<file path="src/rtl/tlbm_pkg.sv">
package tlbm_pkg;
  // strobes from control to datapath
  typedef struct packed {
    logic writeEntry;
    logic readEntry;
    logic probe;
  } tlbm_ctl_t;
endpackage

</file>
<file path="src/rtl/tlbm_ctrl.sv">
module tlbm_ctrl
  import tlbm_pkg::*;
#(
  parameter int TLB_SIZE = 8,
  parameter int IDX_W    = $clog2(TLB_SIZE)
) (
  input  logic             clk,
  input  logic             rstN,
  input  logic             opProbe,
  input  logic             opRead,
  input  logic             opWriteIdx,
  input  logic             opWriteRnd,
  input  logic [IDX_W-1:0] indexVal,
  output tlbm_ctl_t        ctl,
  output logic [IDX_W-1:0] wrAddr,
  output logic [IDX_W-1:0] randomVal
);
  localparam logic [IDX_W-1:0] LAST  = IDX_W'(TLB_SIZE - 1);
  localparam logic [IDX_W-1:0] FIRST = IDX_W'(1);

  logic [IDX_W-1:0] rndQ;

  // free-running replacement pointer over 1..TLB_SIZE-1
  always_ff @(posedge clk) begin
    if (!rstN)             rndQ <= LAST;
    else if (rndQ == LAST) rndQ <= FIRST;
    else                   rndQ <= rndQ + FIRST;
  end

  always_comb begin
    ctl.writeEntry = opWriteIdx | opWriteRnd;
    ctl.readEntry  = opRead;
    ctl.probe      = opProbe;
    wrAddr         = opWriteRnd ? rndQ : indexVal;
  end

  assign randomVal = rndQ;
endmodule

</file>
<file path="src/rtl/tlbm_datapath.sv">
module tlbm_datapath
  import tlbm_pkg::*;
#(
  parameter int TLB_SIZE = 8,
  parameter int HI_W     = 26,
  parameter int LO_W     = 24,
  parameter int ASID_W   = 6,
  parameter int IDX_W    = $clog2(TLB_SIZE)
) (
  input  logic                     clk,
  input  logic                     rstN,
  input  tlbm_ctl_t                ctl,
  input  logic [IDX_W-1:0]         wrAddr,
  input  logic                     hiWrEn,
  input  logic [HI_W-1:0]          hiWrData,
  input  logic                     loWrEn,
  input  logic [LO_W-1:0]          loWrData,
  input  logic                     idxWrEn,
  input  logic [IDX_W-1:0]         idxWrData,
  output logic [HI_W-1:0]          entryHi,
  output logic [LO_W-1:0]          entryLo,
  output logic [IDX_W-1:0]         indexVal,
  output logic                     probeFail,
  output logic [TLB_SIZE*HI_W-1:0] tableHi,
  output logic [TLB_SIZE*LO_W-1:0] tableLo
);
  localparam int GLOBAL_BIT = 0;

  logic [HI_W-1:0]     hiMem [TLB_SIZE];
  logic [LO_W-1:0]     loMem [TLB_SIZE];
  logic [TLB_SIZE-1:0] hitVec;
  logic                anyHit;
  logic [IDX_W-1:0]    hitIdx;

  for (genvar e = 0; e < TLB_SIZE; e++) begin : gEntry
    always_ff @(posedge clk) begin
      if (!rstN) begin
        hiMem[e] <= '0;
        loMem[e] <= '0;
      end else if (ctl.writeEntry && wrAddr == IDX_W'(e)) begin
        hiMem[e] <= entryHi;
        loMem[e] <= entryLo;
      end
    end

    // tag match: segment+page always, asid unless entry is global
    assign hitVec[e] = (hiMem[e][HI_W-1:ASID_W] == entryHi[HI_W-1:ASID_W]) &&
                       (loMem[e][GLOBAL_BIT] ||
                        hiMem[e][ASID_W-1:0] == entryHi[ASID_W-1:0]);

    assign tableHi[e*HI_W +: HI_W] = hiMem[e];
    assign tableLo[e*LO_W +: LO_W] = loMem[e];
  end

  // lowest-numbered hit wins
  always_comb begin
    hitIdx = '0;
    for (int i = TLB_SIZE - 1; i >= 0; i--) begin
      if (hitVec[i]) hitIdx = IDX_W'(i);
    end
  end
  assign anyHit = |hitVec;

  always_ff @(posedge clk) begin
    if (!rstN) begin
      entryHi   <= '0;
      entryLo   <= '0;
      indexVal  <= '0;
      probeFail <= 1'b0;
    end else begin
      if (ctl.readEntry)   entryHi <= hiMem[indexVal];
      else if (hiWrEn)     entryHi <= hiWrData;

      if (ctl.readEntry)   entryLo <= loMem[indexVal];
      else if (loWrEn)     entryLo <= loWrData;

      if (ctl.probe && anyHit) indexVal <= hitIdx;
      else if (idxWrEn)        indexVal <= idxWrData;

      if (ctl.probe) probeFail <= !anyHit;
    end
  end
endmodule

</file>
<file path="src/rtl/tlb_maint_unit.sv">
module tlb_maint_unit
  import tlbm_pkg::*;
#(
  parameter int TLB_SIZE = 8,
  parameter int SEG_W    = 2,
  parameter int VPN_W    = 18,
  parameter int ASID_W   = 6,
  parameter int PFN_W    = 20,
  localparam int HI_W    = SEG_W + VPN_W + ASID_W,
  localparam int LO_W    = PFN_W + 4,
  localparam int IDX_W   = $clog2(TLB_SIZE)
) (
  input  logic                     clk,
  input  logic                     rstN,
  input  logic                     opProbe,
  input  logic                     opRead,
  input  logic                     opWriteIdx,
  input  logic                     opWriteRnd,
  input  logic                     hiWrEn,
  input  logic [HI_W-1:0]          hiWrData,
  input  logic                     loWrEn,
  input  logic [LO_W-1:0]          loWrData,
  input  logic                     idxWrEn,
  input  logic [IDX_W-1:0]         idxWrData,
  output logic [HI_W-1:0]          entryHi,
  output logic [LO_W-1:0]          entryLo,
  output logic [IDX_W-1:0]         indexVal,
  output logic                     probeFail,
  output logic [IDX_W-1:0]         randomVal,
  output logic [TLB_SIZE*HI_W-1:0] tableHi,
  output logic [TLB_SIZE*LO_W-1:0] tableLo
);
  tlbm_ctl_t        ctl;
  logic [IDX_W-1:0] wrAddr;

  tlbm_ctrl #(.TLB_SIZE(TLB_SIZE), .IDX_W(IDX_W)) uCtrl (
    .clk(clk), .rstN(rstN),
    .opProbe(opProbe), .opRead(opRead),
    .opWriteIdx(opWriteIdx), .opWriteRnd(opWriteRnd),
    .indexVal(indexVal), .ctl(ctl), .wrAddr(wrAddr), .randomVal(randomVal)
  );

  tlbm_datapath #(.TLB_SIZE(TLB_SIZE), .HI_W(HI_W), .LO_W(LO_W),
                  .ASID_W(ASID_W), .IDX_W(IDX_W)) uData (
    .clk(clk), .rstN(rstN), .ctl(ctl), .wrAddr(wrAddr),
    .hiWrEn(hiWrEn), .hiWrData(hiWrData),
    .loWrEn(loWrEn), .loWrData(loWrData),
    .idxWrEn(idxWrEn), .idxWrData(idxWrData),
    .entryHi(entryHi), .entryLo(entryLo),
    .indexVal(indexVal), .probeFail(probeFail),
    .tableHi(tableHi), .tableLo(tableLo)
  );
endmodule

</file>
<file path="config.mk">
export PLATFORM = sky130hd
export DESIGN_NAME = tlb_maint_unit
export DESIGN_NICKNAME = d
export VERILOG_FILES = /design/src/rtl/tlbm_pkg.sv /design/src/rtl/tlbm_ctrl.sv /design/src/rtl/tlbm_datapath.sv /design/src/rtl/tlb_maint_unit.sv
export SDC_FILE = /design/constraint.sdc
export NUM_CORES = 1
export LEC_CHECK = 0
export BUFFER_PORTS_ARGS = -buffer_cell sky130_fd_sc_hd__buf_2
export CORE_MARGIN = 1.5
export CORE_UTILIZATION = 55
export DETAILED_ROUTE_END_ITERATION = 10
export HOLD_SLACK_MARGIN = 0.02
export PLACE_DENSITY = 0.77
export REMOVE_ABC_BUFFERS = 1
export SLEW_MARGIN = 20
export SYNTH_ARGS = -nofsm -noshare
export SYNTH_HDL_FRONTEND = slang
export SYNTH_SLANG_ARGS = --single-unit
</file>
<file path="constraint.sdc">
create_clock -name clk -period 5.9 [get_ports clk]
set_input_delay 0.59 -clock clk [delete_from_list [all_inputs] [get_ports clk]]
set_output_delay 0.59 -clock clk [all_outputs]
set_load 0.05 [all_outputs]
</file>
After elaboration in Yosys (flattened, before gate mapping) --
Memories as Yosys holds them, arrays and structs flattened. A register that Yosys moved wholly into a read port is not among the register bits. Index checks and enable logic that the tools add are counted.
Cells by class: multiplexer cells 61, reduce and logical (&&, ||, !) cells 32, bitwise operators 18, $add $sub $neg 1, equality and inequality tests 24
Operators with widths (count):
- $mux W26 | 10
- $mux W24 | 10
- $eq A20 B20 Y1 | 8
- $eq A6 B6 Y1 | 8
- $mux W3 | 16
- $mux W1 | 25
- $logic_and A1 B1 Y1 | 17
- $or A1 B1 Y1 | 17
- $eq A3 B3 Y1 const B | 5
- $logic_or A1 B1 Y1 | 8
- $reduce_or A8 Y1 | 1
- $eq A3 B2 Y1 const B | 2
- $reduce_bool A2 Y1 | 3
- $add A3 B1 Y3 const B | 1
- $eq A3 B1 Y1 const B | 1
- $logic_not A3 Y1 | 1
- $reduce_or A2 Y1 | 1
- $logic_not A1 Y1 | 1
- $not A1 Y1 | 1
Word-level totals: flip-flop bits (word level) 57, memories kept 2, memory bits (writable) 400, word-level logic and storage cells 144, input bits 62, output and inout bits 457
Memories:
- uData.hiMem | words 8, width 26, read ports 9, clocked after Yosys merged registers in 1, wr ports 8, line tlbm_datapath.sv:29 | logic [HI_W-1:0] hiMem [TLB_SIZE];
- uData.loMem | words 8, width 24, read ports 9, clocked after Yosys merged registers in 1, wr ports 8, line tlbm_datapath.sv:30 | logic [LO_W-1:0] loMem [TLB_SIZE];

Logic depth before layout (Yosys ltp) --
Gate-level depths: netlist of the first run.
word-level depth 14, depth in mapped cells 9, mapped depth without buffers 7

Cells and area by module --
Synthesis of the first run repeated with hierarchy kept, for this count alone.
Unflattened totals: cell total of the unflattened synthesis 1641, area, all modules 23083.4 um^2
By module, submodules not included:
- tlbm_datapath | instances 1, sequential area each 13152.6 um^2, area each 22923.2 um^2, cells an instance 1627
- tlbm_ctrl | instances 1, sequential area each 60.1 um^2, area each 160.2 um^2, cells an instance 14

Worst setup path after synthesis of the first run --
Ideal clock, no wire load.
kind in2reg, start input opWriteRnd, end memory uData.hiMem[4][0], enable pin, setup slack 0.620 ns, arrival 4.753 ns, data required time 5.373 ns, path buffers 1, setup time 0.527 ns, stages on the path 3, cell sequence clkbuf_1 -> mux2_2 -> o21ai_0
RTL lines:
- from (decl) | line tlb_maint_unit.sv:18 | input logic opWriteRnd,
- to (decl) | line tlbm_datapath.sv:29

==> results of run 1 <==
==> cell usage in the layout (no fill, tap or decap), types with 23 or more instances in the layout <==
| cell type | synthesis | routed |
|---|---|---|
| xnor2_1 | 92 | 92 |
| and2_1 | 400 | 400 |
| a211oi_1 | 101 | 101 |
| buf_2 | 23 | 516 |
| mux2i_1 | 54 | 54 |
| buf_4 | 10 | 23 |
| dfxtp_1 | 60 | 57 |
| nor2b_1 | 52 | 52 |
| mux4_2 | 100 | 100 |
| nor4_1 | 30 | 30 |
| xor2_1 | 116 | 116 |
| clkbuf_16 | 0 | 51 |
| edfxtp_1 | 400 | 400 |
==> state kept, by name, summed over array words and instances, names as in the netlist, named ones only <==
name and flops:
uCtrl.randomVal 3, uData.entryLo 24, uData.probeFail 1, uData.indexVal 3, uData.hiMem 208, uData.loMem 192, uData.entryHi 26
==> metal layers <==
layer  routed length (um)  up-vias
li1                     -     6933
met1                29780     8402
met2                36580     1108
met3                 8416      147
met4                 2906        6
met5                   45        -
==> final cells by class <==
cell class	count	share of cell area
clock buffer	72	0.05278
tap	532	0.02414
multi-input combinational	1043	0.3313
inverter	3	0.0004084
timing repair buffer	542	0.1027
sequential	460	0.4796
clock inverter	21	0.008986
antenna	1	0.00009076
==> through the flow <==
step / power [uW] / setup WS [ns] / util / cells / area (um^2)
detailed placement: 7185 / 2.529 / 0.6313 / 2579 / 25830
global route: 10680 / 2.584 / 0.6736 / 2673 / 27570
CTS: 10410 / 2.706 / 0.6729 / 2672 / 27540
finish: 10410 / 2.631 / 0.6737 / 2674 / 27570
floorplan: 6272 / 0.7802 / - / 1506 / 22210
global placement: 7144 / 2.490 / 0.6306 / 2578 / 25810
==> final timing paths <==
kind                 startpoint                 end  slack [ns]  cells past startpoint
max            uData.entryHi[6]           flip-flop        2.63                      7
min                     opProbe           flip-flop        0.31                      2
max reg2reg    uData.entryHi[6]           flip-flop        2.63                      7
min reg2reg  uCtrl.randomVal[0]  uCtrl.randomVal[0]        0.47                      1
==> power breakdown <==
| part | switching [uW] | internal (uW) |
|---|---|---|
| Sequential | 460 | 3950 |
| Clock | 1310 | 1930 |
| Combinational | 2040 | 706 |
==> cell families after synthesis <==
family	after synthesis	synth area share
compound gates	130	0.04195
xor+xnor	208	0.07964
fa+ha+maj	2	0.001094
buf+inv	151	0.02965
flops	460	0.5776
mux	155	0.1226
simple gates	548	0.1475
==> worst max-delay path, stage by stage, from the launching register on <==
cell and delay (ns):
dfxtp_1 0.78, xor2_1 0.19, nor4_1 0.79, nand3_1 0.24, or4_1 0.48, or4b_4 0.25
nor2_1 0.05, o31ai_1 0.34
==> results.sh, run 1 <==
export IMPL_synth_flop_cell="edfxtp_1"
export IMPL_wl_per_cell_um=29.07
export IMPL_finalWeightedCongestion=0.9427
export IMPL_maxCapViolCount=0
export IMPL_yosysTopAreaCell="edfxtp_1"
export IMPL_fin_crit_sh=0.5541
export IMPL_cp_start_kind="flip-flop"
export IMPL_die_w_um=206.9
export IMPL_clkTransAtPathRegs_ns=0.06
export IMPL_viasPerCell=6.206
export IMPL_multi_input_area_mm2=0.009134
export IMPL_yosysSeqAreaShare=0.5776
export IMPL_drt_iter0_drc=1946
export IMPL_power_density_mw_per_mm2=377.4
export IMPL_cts_hold_buf=0
export IMPL_holdCritPathClass="input port to flip-flop"
export IMPL_grt_busiest_layer="met2"
export IMPL_synth_top_area_frac=0.5251
export IMPL_insertion_delay_ns=0.60
export IMPL_rows=74
export IMPL_peakVddDrop_v=0.0002717
export IMPL_grt_use_met2=0.5613
export IMPL_route_detailed_drc=0
export IMPL_grt_use_met1=0.4959
export IMPL_dr_pass1_iters=5
export IMPL_grt_total_usage=0.3593
export IMPL_grt_overflow_total=0
export IMPL_setup_tns_ns=0
export IMPL_fill_cells=2928
export IMPL_rsz0062_at_grt="no"
export IMPL_die_area_mm2=0.04282
export IMPL_outcome="complete, no violations"
export IMPL_fp_coreArea_mm2=0.04092
export IMPL_ys_ff_latch=460
export IMPL_synth_cell_types=41
export IMPL_synth_edf_count=400
export IMPL_synth_warning_count=0
export IMPL_root_buffer="clkbuf_16"
export IMPL_grt_start_max_net_pins=53
export IMPL_hpwl_um=52620
export IMPL_drive_above_1_share=0.3475
export IMPL_final_hold_violation_count=0
export IMPL_grt_met3_usage=0.07834
export IMPL_placement_io_buffers=518
export IMPL_critical_path_class="flip-flop to flip-flop"
export IMPL_max_freq_mhz=305.9
export IMPL_critPathRequiredTime_ns=6.34
export IMPL_h_tree_depth=2
export IMPL_drv_slew=0
export IMPL_boundaryPins=519
export IMPL_whs_ns=0.3099
export IMPL_detail_route_antenna_nets=0
export IMPL_skew_ns=0.02693
export IMPL_netlist_top_cells_area="edfxtp_1, and2_1, mux4_2"
export IMPL_worst_pin_slew_ns=1.135
export IMPL_synthCells=1654
export IMPL_netlist_area_mm2=0.02287
export IMPL_cts_tree="done"
export IMPL_cts_made_buffers=50
export IMPL_finalNetCount=2164
export IMPL_clockBufferDepth=3
export IMPL_cts_setup_buffers=0
export IMPL_setup_violations=0
export IMPL_regArea_mm2=0.01322
export IMPL_die_y_um=206.9
export IMPL_min_period_ns=3.269
export IMPL_ys_top_cells_by_count="and2_1, edfxtp_1, xor2_1"
export IMPL_clock_sinks=460
export IMPL_antenna_found_initial=3
export IMPL_postSynthAreaPerCell_um2=13.83
export IMPL_slew_headroom=0.2402
export IMPL_vias=16596
export IMPL_grt_pass1_wl_um=109600
export IMPL_leakage_uw=0.01120
export IMPL_initial_core_util=0.5589
export IMPL_path_max_fanout=18
export IMPL_wl_um=77720
export IMPL_async_flop_share=0
export IMPL_ctsResizeCount=0
export IMPL_crit_path_end_kind="flip-flop"
export IMPL_area_delta_synth_final_pct=20.53
export IMPL_grt_pass1_vias=15915
export IMPL_cp_arrival_ns=3.71
No activity file was read; power rests on OpenSTA's default activity.
==> run 2, diff against run 1 <==
Settings changed: CORE_UTILIZATION 55 to 50, PLACE_DENSITY 0.77 to 0.74.
Clock period 5.9 ns to 2.8 ns, I/O delays scaled along.
==> run 2 against run 1 <==
Die area increased by 9.9%. Highest routed layer unchanged. Cell area increased by 1.7%. Global-route usage decreased by 1.4 points. Count of clock-buffer cells in the layout decreased by 12. Sequential share of layout area decreased by 0.82 points. Clock skew decreased by 0.010 ns. Sequential cell count unchanged. Wire length increased by 5.4%. Clock power increased by 98%.
==> results.sh, run 2 (synthesized netlist as in run 1, its figures left out) <==
export IMPL_fin_crit_sh=0.9383
export IMPL_cts_made_buffers=49
export IMPL_final_hold_violation_count=0
export IMPL_vias=17015
export IMPL_worst_pin_slew_ns=0.9031
export IMPL_die_w_um=216.9
export IMPL_setup_violations=0
export IMPL_finalNetCount=2211
export IMPL_area_delta_synth_final_pct=22.62
export IMPL_critical_path_class="flip-flop to flip-flop"
export IMPL_finish_instance_area_mm2=0.02805
export IMPL_dr_pass1_iters=7
export IMPL_wl_per_cell_um=29.35
export IMPL_crit_path_end_kind="flip-flop"
export IMPL_clkTransAtPathRegs_ns=0.06
export IMPL_placed_cell_area_mm2=0.02645
export IMPL_clock_sinks=460
export IMPL_hpwl_um=52980
export IMPL_outcome="complete, no violations"
export IMPL_min_period_ns=2.627
export IMPL_cts_tree="done"
export IMPL_maxCapViolCount=0
export IMPL_crit_buf_inv=1
export IMPL_skew_ns=0.01677
export IMPL_grt_pass1_wl_um=116500
export IMPL_reg2reg_from="uData.entryHi[17]"
export IMPL_root_buffer="clkbuf_16"
export IMPL_cp_start_kind="flip-flop"
export IMPL_route_detailed_drc=0
export IMPL_largest_reg_flops=208
export IMPL_drv_slew=0
export IMPL_final_common_cell="buf_2"
export IMPL_die_area_mm2=0.04704
export IMPL_wl_um=81910
export IMPL_max_flop_register="uData.hiMem"
export IMPL_startpoint="uData.entryHi[17]"
export IMPL_rsz0062_at_grt="no"
export IMPL_detail_route_antenna_nets=0
export IMPL_initial_core_util=0.5051
export IMPL_max_freq_mhz=380.6
export IMPL_clockBufferDepth=3
export IMPL_cts_setup_buffers=0
export IMPL_hold_start="loWrData[16]"
export IMPL_leakage_uw=0.01143
export IMPL_cpLargestDelayFamily="simple AND/OR/NAND/NOR gates"
export IMPL_antenna_found_initial=4
export IMPL_die_y_um=216.9
export IMPL_placement_io_buffers=518
export IMPL_cpPeakStageDelay_ns=0.51
export IMPL_boundaryPins=519
export IMPL_cpMaxStageDelayCell="or4_1"
export IMPL_drive_above_1_share=0.3643
export IMPL_utilization=0.6194
export IMPL_biggestRegsByFlops="uData.hiMem x208, uData.loMem x192, uData.entryHi x26"
export IMPL_peakVddDrop_v=0.0006563
export IMPL_grt_pass1_vias=16753
export IMPL_grt_overflow_total=0
export IMPL_insertion_delay_ns=0.61
export IMPL_path_max_fanout=17
export IMPL_worstPathCellList="buf_4, xor2_1, nor4_2, nand3_1, or4_1, nand4_2, nor2_1, o31ai_1"
export IMPL_drt_iter0_drc=2052
export IMPL_h_tree_depth=2
export IMPL_viasPerCell=6.096
export IMPL_critPathRequiredTime_ns=3.27
export IMPL_power_density_mw_per_mm2=774.9
export IMPL_grt_total_usage=0.3448
export IMPL_grt_start_max_net_pins=51
export IMPL_cp_arrival_ns=3.10
export IMPL_holdCritPathClass="input port to flip-flop"
export IMPL_rows=78
export IMPL_finalWeightedCongestion=0.9658
export IMPL_fp_coreArea_mm2=0.04528
export IMPL_final_cell_mix="buf_2, and2_1, edfxtp_1"
export IMPL_slew_headroom=0.3965
==> run 2: final timing paths <==
kind / to / slack, ns / cells past startpoint
min: uData.entryLo[16] / 0.04 / 3
max: flip-flop / 0.17 / 8
max reg2reg: flip-flop / 0.17 / 8
min reg2reg: uCtrl.randomVal[0] / 0.48 / 1
==> run 2: tightest hold or removal path, cell delays in order <==
cell and delay [ns]:
buf_2 0.08, a211oi_1 0.05, a211oi_1 0.19
==> run 2: metrics by stage <==
step | cells | setup TNS (ns) | setup WS, ns | total power, uW | hold slack (ns)
after global placement | 2695 | 0 | 0.06319 | 15300 | 0.4412
after global routing | 2789 | 0 | 0.002605 | 22270 | 0.04603
after CTS | 2788 | 0 | 0.03189 | 21700 | 0.02846
after floorplan | 1506 | -982.53 | -2.320 | 13220 | 0.3530
final | 2791 | 0 | 0.1727 | 21740 | 0.04140
after detailed placement | 2695 | 0 | 0.05217 | 15360 | 0.4688
==> run 2: repair_timing <==
item	in CTS	in global routing
setup endpoints to repair	0	4
resized for setup	0	2
hold endpoints to repair	3	0
hold buffers	1	0
==> run 2: power by group <==
group / total [uW] / leakage, uW / internal [uW] / switching (uW)
clock network: 6410 / 0.000773 / 3600 / 2810
registers: 9100 / 0.00468 / 8320 / 786
logic: 6220 / 0.00598 / 1610 / 4610
total: 21700 / 0.0114 / 13500 / 8210
==> run 2: layout make-up <==
type	instances	area (um^2)
Antenna cell	3	7.507
Clock buffer	60	1340
Clock inverter	32	231.5
Fill cell	3536	17230
Inverter	3	11.26
Multi-Input combinational cell	1043	9146
Sequential cell	460	13220
Tap cell	600	750.7
Timing Repair Buffer	590	3338
==> run 2: layer usage <==
layer,wire (um),global-route usage,vias to the layer above
met2,37550,0.5313,1190
met4,3834,0.1472,2
li1,-,-,7030
met3,9211,0.08595,235
met5,12,0,-
met1,31300,0.4673,8558
